<file path="src/rtl/dpwm_pkg.sv">
package dpwm_pkg;

   localparam int NUM_CH   = 2;

   localparam int ADR_CTL  = 0;
   localparam int ADR_PRD  = 1;
   localparam int ADR_CMP0 = 2;
   localparam int ADR_ACT0 = 4;

   typedef enum logic [1:0] {
      CM_UP     = 2'd0,
      CM_DOWN   = 2'd1,
      CM_UPDOWN = 2'd2,
      CM_FREEZE = 2'd3
   } cnt_mode_e;

   typedef enum logic [1:0] {
      ACT_NONE   = 2'd0,
      ACT_LOW    = 2'd1,
      ACT_HIGH   = 2'd2,
      ACT_TOGGLE = 2'd3
   } act_e;

   typedef enum logic [1:0] {
      LD_ZERO  = 2'd0,
      LD_PRD   = 2'd1,
      LD_BOTH  = 2'd2,
      LD_NEVER = 2'd3
   } ld_mode_e;

   typedef struct packed {
      act_e on_cmpb;
      act_e on_cmpa;
      act_e on_zero;
   } act_cfg_t;

   function automatic logic act_apply(input act_e a, input logic cur);
      case (a)
         ACT_LOW:    return 1'b0;
         ACT_HIGH:   return 1'b1;
         ACT_TOGGLE: return ~cur;
         default:    return cur;
      endcase
   endfunction

endpackage

</file>
<file path="src/rtl/dpwm_cfg.sv">
module dpwm_cfg
   import dpwm_pkg::*;
#(
   parameter int CW      = 16,
   parameter int AW      = 3,
   parameter int DIVW    = 3,
   parameter int RST_PRD = 999
) (
   input  logic            clk,
   input  logic            rst_n,
   input  logic            wr_en,
   input  logic [AW-1:0]   wr_addr,
   input  logic [CW-1:0]   wr_data,
   output cnt_mode_e       mode,
   output logic [DIVW-1:0] div_sel,
   output logic [CW-1:0]   prd,
   output logic            shd_en  [NUM_CH],
   output ld_mode_e        ld_mode [NUM_CH],
   output act_cfg_t        act_cfg [NUM_CH]
);
   localparam int CTLW   = 2 + DIVW + 3 * NUM_CH;
   localparam int SHD_LO = 2 + DIVW;
   localparam int LD_LO  = SHD_LO + NUM_CH;
   localparam int ACTW   = $bits(act_cfg_t);

   logic [CTLW-1:0] ctl_q;
   logic [CW-1:0]   prd_q;

   always_ff @(posedge clk) begin
      if (!rst_n) begin
         ctl_q <= CTLW'(CM_FREEZE);
         prd_q <= CW'(RST_PRD);
      end else if (wr_en) begin
         if (wr_addr == AW'(ADR_CTL)) ctl_q <= wr_data[CTLW-1:0];
         if (wr_addr == AW'(ADR_PRD)) prd_q <= wr_data;
      end
   end

   assign mode    = cnt_mode_e'(ctl_q[1:0]);
   assign div_sel = ctl_q[2 +: DIVW];
   assign prd     = prd_q;

   for (genvar i = 0; i < NUM_CH; i++) begin : g_ch
      localparam act_cfg_t RST_ACT = (i == 0)
         ? '{on_cmpb: ACT_NONE, on_cmpa: ACT_LOW,  on_zero: ACT_HIGH}
         : '{on_cmpb: ACT_LOW,  on_cmpa: ACT_NONE, on_zero: ACT_HIGH};
      act_cfg_t act_q;

      always_ff @(posedge clk) begin
         if (!rst_n)
            act_q <= RST_ACT;
         else if (wr_en && wr_addr == AW'(ADR_ACT0 + i))
            act_q <= act_cfg_t'(wr_data[ACTW-1:0]);
      end

      assign act_cfg[i] = act_q;
      assign shd_en[i]  = ctl_q[SHD_LO + i];
      assign ld_mode[i] = ld_mode_e'(ctl_q[LD_LO + 2*i +: 2]);
   end

endmodule

</file>
<file path="src/rtl/dpwm_timebase.sv">
module dpwm_timebase
   import dpwm_pkg::*;
#(
   parameter int CW   = 16,
   parameter int DIVW = 3
) (
   input  logic            clk,
   input  logic            rst_n,
   input  cnt_mode_e       mode,
   input  logic [DIVW-1:0] div_sel,
   input  logic [CW-1:0]   prd,
   output logic            tick,
   output logic [CW-1:0]   cnt,
   output logic            cnt_up,
   output logic            ev_zero,
   output logic            ev_prd
);
   localparam int PSW = (1 << DIVW) - 1;

   logic [PSW-1:0] ps_q;
   logic [PSW-1:0] ps_lim;
   logic [CW-1:0]  cnt_q;
   logic           dir_q;
   logic           frozen;

   assign frozen = (mode == CM_FREEZE);
   assign ps_lim = {PSW{1'b1}} >> (PSW - int'(div_sel));
   assign tick   = !frozen && (ps_q >= ps_lim);

   always_ff @(posedge clk) begin
      if (!rst_n)                ps_q <= '0;
      else if (frozen || tick)   ps_q <= '0;
      else                       ps_q <= ps_q + 1'b1;
   end

   always_ff @(posedge clk) begin
      if (!rst_n) begin
         cnt_q <= '0;
         dir_q <= 1'b1;
      end else if (tick) begin
         case (mode)
            CM_UP: begin
               dir_q <= 1'b1;
               cnt_q <= (cnt_q >= prd) ? '0 : cnt_q + 1'b1;
            end
            CM_DOWN: begin
               dir_q <= 1'b0;
               cnt_q <= (cnt_q == '0) ? prd : cnt_q - 1'b1;
            end
            CM_UPDOWN: begin
               if (dir_q) begin
                  if (cnt_q >= prd) begin
                     dir_q <= 1'b0;
                     cnt_q <= (cnt_q == '0) ? '0 : cnt_q - 1'b1;
                  end else begin
                     cnt_q <= cnt_q + 1'b1;
                  end
               end else begin
                  if (cnt_q == '0) begin
                     dir_q <= 1'b1;
                     cnt_q <= (prd == '0) ? '0 : CW'(1);
                  end else begin
                     cnt_q <= cnt_q - 1'b1;
                  end
               end
            end
            default: cnt_q <= cnt_q;
         endcase
      end
   end

   assign cnt     = cnt_q;
   assign cnt_up  = (mode == CM_UP) || (mode == CM_UPDOWN && dir_q);
   assign ev_zero = tick && (cnt_q == '0);
   assign ev_prd  = tick && (cnt_q == prd);

endmodule

</file>
<file path="src/rtl/dpwm_cmp.sv">
module dpwm_cmp
   import dpwm_pkg::*;
#(
   parameter int CW = 16
) (
   input  logic          clk,
   input  logic          rst_n,
   input  logic          wr,
   input  logic [CW-1:0] wr_data,
   input  logic          shd_en,
   input  ld_mode_e      ld_mode,
   input  logic          tick,
   input  logic          cnt_up,
   input  logic [CW-1:0] cnt,
   input  logic          ev_zero,
   input  logic          ev_prd,
   output logic [CW-1:0] active,
   output logic          ev_match
);
   logic [CW-1:0] shadow_q;
   logic [CW-1:0] active_q;
   logic          load;

   always_comb begin
      case (ld_mode)
         LD_ZERO: load = ev_zero;
         LD_PRD:  load = ev_prd;
         LD_BOTH: load = ev_zero || ev_prd;
         default: load = 1'b0;
      endcase
   end

   always_ff @(posedge clk) begin
      if (!rst_n) begin
         shadow_q <= '0;
         active_q <= '0;
      end else if (wr && !shd_en) begin
         shadow_q <= wr_data;
         active_q <= wr_data;
      end else begin
         if (wr)   shadow_q <= wr_data;
         if (load) active_q <= shadow_q;
      end
   end

   assign active   = active_q;
   assign ev_match = tick && cnt_up && (cnt == active_q);

endmodule

</file>
<file path="src/rtl/dpwm_aq.sv">
module dpwm_aq
   import dpwm_pkg::*;
(
   input  logic              clk,
   input  logic              rst_n,
   input  logic              ev_zero,
   input  logic [NUM_CH-1:0] ev_cmp,
   input  act_cfg_t          cfg,
   output logic              pwm
);
   act_e sel;
   logic pwm_q;

   always_comb begin
      sel = ACT_NONE;
      if (ev_zero   && cfg.on_zero != ACT_NONE) sel = cfg.on_zero;
      if (ev_cmp[0] && cfg.on_cmpa != ACT_NONE) sel = cfg.on_cmpa;
      if (ev_cmp[1] && cfg.on_cmpb != ACT_NONE) sel = cfg.on_cmpb;
   end

   always_ff @(posedge clk) begin
      if (!rst_n) pwm_q <= 1'b0;
      else        pwm_q <= act_apply(sel, pwm_q);
   end

   assign pwm = pwm_q;

endmodule

</file>
<file path="src/rtl/dpwm_gen.sv">
module dpwm_gen
   import dpwm_pkg::*;
#(
   parameter int CW      = 16,
   parameter int AW      = 3,
   parameter int DIVW    = 3,
   parameter int RST_PRD = 999
) (
   input  logic          clk,
   input  logic          rst_n,
   input  logic          wr_en,
   input  logic [AW-1:0] wr_addr,
   input  logic [CW-1:0] wr_data,
   output logic          pwm_a,
   output logic          pwm_b
);
   localparam int CTLW = 2 + DIVW + 3 * NUM_CH;

   if (CW < 2 || CW > 32) begin : g_bad_cw
      $error("dpwm_gen: CW must lie in 2..32");
   end
   if (DIVW < 1 || DIVW > 4) begin : g_bad_divw
      $error("dpwm_gen: DIVW must lie in 1..4");
   end
   if (CTLW > CW) begin : g_bad_ctlw
      $error("dpwm_gen: control word does not fit the data width");
   end
   if (AW < 3) begin : g_bad_aw
      $error("dpwm_gen: address width too small for the register set");
   end
   if (RST_PRD < 0) begin : g_bad_prd
      $error("dpwm_gen: reset period must not be negative");
   end

   cnt_mode_e         mode;
   logic [DIVW-1:0]   div_sel;
   logic [CW-1:0]     prd;
   logic              shd_en  [NUM_CH];
   ld_mode_e          ld_mode [NUM_CH];
   act_cfg_t          act_cfg [NUM_CH];

   logic              tick;
   logic [CW-1:0]     cnt;
   logic              cnt_up;
   logic              ev_zero;
   logic              ev_prd;
   logic [CW-1:0]     cmp_act [NUM_CH];
   logic [NUM_CH-1:0] ev_cmp;
   logic [NUM_CH-1:0] pwm;

   dpwm_cfg #(.CW(CW), .AW(AW), .DIVW(DIVW), .RST_PRD(RST_PRD)) cfg_i (
      .clk     (clk),
      .rst_n   (rst_n),
      .wr_en   (wr_en),
      .wr_addr (wr_addr),
      .wr_data (wr_data),
      .mode    (mode),
      .div_sel (div_sel),
      .prd     (prd),
      .shd_en  (shd_en),
      .ld_mode (ld_mode),
      .act_cfg (act_cfg)
   );

   dpwm_timebase #(.CW(CW), .DIVW(DIVW)) tb_i (
      .clk     (clk),
      .rst_n   (rst_n),
      .mode    (mode),
      .div_sel (div_sel),
      .prd     (prd),
      .tick    (tick),
      .cnt     (cnt),
      .cnt_up  (cnt_up),
      .ev_zero (ev_zero),
      .ev_prd  (ev_prd)
   );

   for (genvar i = 0; i < NUM_CH; i++) begin : g_cmp
      dpwm_cmp #(.CW(CW)) cmp_i (
         .clk      (clk),
         .rst_n    (rst_n),
         .wr       (wr_en && wr_addr == AW'(ADR_CMP0 + i)),
         .wr_data  (wr_data),
         .shd_en   (shd_en[i]),
         .ld_mode  (ld_mode[i]),
         .tick     (tick),
         .cnt_up   (cnt_up),
         .cnt      (cnt),
         .ev_zero  (ev_zero),
         .ev_prd   (ev_prd),
         .active   (cmp_act[i]),
         .ev_match (ev_cmp[i])
      );
   end

   for (genvar i = 0; i < NUM_CH; i++) begin : g_out
      dpwm_aq aq_i (
         .clk     (clk),
         .rst_n   (rst_n),
         .ev_zero (ev_zero),
         .ev_cmp  (ev_cmp),
         .cfg     (act_cfg[i]),
         .pwm     (pwm[i])
      );
   end

   assign pwm_a = pwm[0];
   assign pwm_b = pwm[1];

endmodule

</file>
<file path="config.mk">
export PLATFORM = sky130hd
export DESIGN_NAME = dpwm_gen
export DESIGN_NICKNAME = d
export VERILOG_FILES = /design/src/rtl/dpwm_pkg.sv /design/src/rtl/dpwm_cfg.sv /design/src/rtl/dpwm_timebase.sv /design/src/rtl/dpwm_cmp.sv /design/src/rtl/dpwm_aq.sv /design/src/rtl/dpwm_gen.sv
export SDC_FILE = /design/constraint.sdc
export NUM_CORES = 1
export LEC_CHECK = 0
export BUFFER_PORTS_ARGS = -buffer_cell sky130_fd_sc_hd__buf_4
export CAP_MARGIN = 10
export CORE_ASPECT_RATIO = 0.9
export CORE_MARGIN = 5
export CORE_UTILIZATION = 57
export CTS_CLUSTER_SIZE = 8
export DETAILED_ROUTE_END_ITERATION = 10
export HOLD_SLACK_MARGIN = 0.02
export PLACE_DENSITY_LB_ADDON = 0.12
export SLEW_MARGIN = 20
export SYNTH_ARGS = -nofsm -noshare
export SYNTH_HDL_FRONTEND = slang
export SYNTH_SLANG_ARGS = --single-unit
export TNS_END_PERCENT = 1
</file>
<file path="constraint.sdc">
create_clock -name clk -period 2.7 [get_ports clk]
set_input_delay 0.27 -clock clk [delete_from_list [all_inputs] [get_ports clk]]
set_output_delay 0.27 -clock clk [all_outputs]
set_load 0.01 [all_outputs]
</file>
==> results by group <==
Timing
  • Slew margin rel.: 52.1%
  • Final Critical Period: 2570 ps
  • Fin. Hold Viols: 0
  • Final Skew: 7.37 ps
  • Post-route setup TNS: 0 ps
  • Worst Max-Slew Pin Slew: 716 ps
  • RSZ-0062 raised after global routing: true
  • Fmax achieved: 0.388 GHz
  • Final setup vio count: 0
  • Final period util: a little over nine tenths
  • Max-slew violation count: 0

Route
  • Number of routed nets with antenna violations: 0
  • Routed WL: 23500 um
  • Drt via density: between 6 and 7
  • Initial DRC count: 662
  • Via count: 7374
  • Average wire per standard cell: 20.3 um
  • DRC: 0
  • DRT Pass-1 Iters: 5

Worst setup path
  • Worst R2R Start: cfg_i.prd[6]
  • Bufs and invs on worst path: 4
  • Cell family with the largest share of critical-path delay: compound AO/OA/AOI/OAI gates
  • Critical Path, Cell by Cell: inv_1 > ha_1 > buf_4 > a41oi_1 > o21ai_1 > a221o_1 > buf_6 > nor2_1 > buf_6 > nand4b_1 > a31oi_1
  • Critical Path Sink Type: flip-flop
  • Critical Path Slowest Stage Cell: a221o_1
  • Register-to-Register Path Depth: 11
  • Critical path data required time: 3030 ps
  • Data arrival, critical path: between 2000 and 3000 ps
  • Critical R2R Capture: tb_i.cnt[8]
  • Crit path from: cfg_i.prd[6]
  • Worst Path Max Fanout: 16
  • Crit Path Class: reg2reg
  • Crit path launch type: flip-flop
  • Critical path's largest stage delay: between 400 and 500 ps
  • R2R Setup Slk: roughly 130 ps
  • Most common cell on crit path: buf_6

Yosys
  • Flops & latches, synth: 129
  • Synthesis Warnings: 0
  • Mean area per synthesized cell: between 8 and 9 um2
  • Top FF cell, synth: dfxtp_1
  • Number of flops mapped to enable cells by yosys: 0
  • Post-Syn Area: 0.00753 mm2
  • Post-synth top area share: 34.3%
  • Post-synth top area cell: dfxtp_1
  • Unique masters post-synth: between 70 and 80
  • Fraction of registers with async set/reset: 0%
  • Post-Syn Nets: 970
  • Post-synthesis cell count: 918
  • Seq/Total Area, Yosys: 34.3%
  • Top area cells in the synthesized netlist: dfxtp_1, nand2_1, mux2i_1, ha_1, a21oi_1

Placement
  • Placed cell count: approximately 1100
  • Placement Cell Area: a little over 0.008 mm2
  • Port Buffers: 23
  • GPL Wtd Cong: 0.950
  • Post-DP HPWL: 16200 um

Run
  • Max Cap Violations: 0

Floorplan
  • Die area: 0.0156 mm2
  • Row cnt: 39
  • DIE HEIGHT: 119 um
  • Core area: 0.0128 mm2
  • Die width: 131 um
  • Ports: 24
  • Initial core utilization: 58.6%

Cells and area
  • Final nets: 1033
  • Non-Filler Instances: about 1200
  • Final Cell Area: ~0.0090 mm2
  • Fill cell count: roughly 1000
  • Most frequent cells in the layout: nand2_1, dfxtp_1, buf_4
  • Layout cells sized above 1: 18.2%
  • Commonest non-fill, non-tap cell in the layout: nand2_1
  • Number of diodes: 0
  • Layout overhead on the synthesized area: 19.4%

Clocking
  • CTS Hold Bufs: 0
  • Clk buf depth: 2
  • CTS buffer count: 17
  • TritonCTS Sinks: approximately 130
  • CTS HTree Levels: 4
  • Clock Tree Root: clkbuf_16
  • Clock-pin slew on the worst setup and hold paths: about 60 ps
  • TritonCTS clock tree: built
  • Clk Latency, worst-skew pair: 430 ps

Pwr
  • Power, Total: 0.00519 W
  • Leak: 3.55 nW
  • Worst IR Drop VDD: 0.489 mV
  • Pwr Density: around 580 mW/mm2

Global route
  • Congestion Overflow GR: 0
  • Total GRT Usage: 29.5%
  • First-pass GRT wire length: between 30000 and 40000 um
  • Vias in the first global route: 7121
  • Antenna violations before repair: 0
  • Largest net degree at the start of global routing: 49

Worst hold path
  • Hold Startpoint: wr_data[14]
  • Worst Hold Class: in2reg
  • Hold endpoint: g_cmp[0].cmp_i.shadow_q[14]
  • Worst hold path cell count: 3

Outcome
  • Outcome: complete, no violations
## logic make-up (layout without fill, tap and decap cells)
kind of cell,after synthesis,count (layout),share of synthesized area [%]
and+or+nand+nor,326,326,21.9
AOI/OAI and AO/OA,238,239,21.5
DFF,129,129,34.3
buffers and inverters,108,182,6.50
xor gates and xnor gates,45,45,5.24
muxes,42,42,5.62
adders and majority gates,30,30,4.99
## flip-flops by register name, summed over array words and instances, names as in the netlist
name,flops
cfg_i.act_cfg,12
cfg_i.ctl_q,11
tb_i.cnt,16
g_cmp.cmp_i.active,32
cfg_i.prd,16
tb_i.ps_q,7
tb_i.dir_q,1
g_cmp.cmp_i.shadow_q,32
g_out.aq_i.pwm,2
## cell type report
class | instances | area, um2 | share of cell area (%)
Clock buffer | 21 | 470 | 5.23
Clock inverter | 10 | 124 | 1.38
Inverter | 30 | 113 | 1.25
Multi-Input combinational cell | 682 | 4530 | 50.4
Sequential cell | 129 | 2580 | 28.7
Tap cell | 164 | 205 | 2.28
Timing Repair Buffer | 121 | 966 | 10.7
## worst register-to-register path, stage by stage (launching register included)
cell,delay (ps)
dfxtp_1,360
inv_1,70
ha_1,290
buf_4,140
a41oi_1,160
o21ai_1,140
a221o_1,440
buf_6,210
nor2_1,140
buf_6,190
nand4b_1,110
a31oi_1,240
## worst max-delay path by stage
stage | endpoint | slack [ps] | cells past startpoint
floorplan | tb_i.cnt[8] | 20 | 10
global placement | g_cmp[0].cmp_i.active[0] | -200 | 9
detailed placement | g_cmp[0].cmp_i.active[1] | -310 | 9
CTS | g_cmp[0].cmp_i.active[0] | -40 | 9
global route | tb_i.cnt[0] | -30 | 10
finish | tb_i.cnt[8] | 130 | 11
## metal layers
layer | share of wire, % | vias up | GRT usage, %
li1 | - | 3468 | -
met1 | 42 | 3464 | 39.5
met2 | 45 | 365 | 46.1
met3 | 10 | 77 | 8.09
met4 | 3.3 | 0 | 10.2
met5 | 0 | - | 0
## power breakdown
part / switching, W / internal [W]
registers: 0.0000647 / 0.00199
logic: 0.000466 / 0.000355
clock network: 0.000883 / 0.00144
total: 0.00141 / 0.00378
## through the flow
step	hold slack [ps]	setup slack [ps]	util, %
6_report	132	126	70.0
5_1_grt	125	-33.8	70.0
4_1_cts	119	-41.5	69.3
3_5_place_dp	447	-306	64.5
3_3_place_gp	442	-205	64.5
2_1_floorplan	406	21.0	-
## what timing repair did
item                                    in CTS  in global routing
pin swaps                                    1                  5
gates resized for setup                      4                 10
cloned                                       1                  0
endpoints found under the setup margin      33                 51
buffers inserted                             0                  5
## cell usage after synthesis, types with 9 or more instances
library cell    n
a21oi_1        69
a31oi_1        13
and3_1         13
buf_2          13
clkbuf_1       50
dfxtp_1       129
ha_1           30
inv_1          30
mux2i_1        40
nand2_1       141
nand3_1        29
nand4_1        15
nand4b_1       10
nor2_1         40
nor3_1         18
nor4_1         10
o211ai_1       21
o21ai_0        28
o21ai_1        28
o311a_1        33
xnor2_1        36
xor2_1          9
Note: power is estimated with default switching activity, not from simulation.
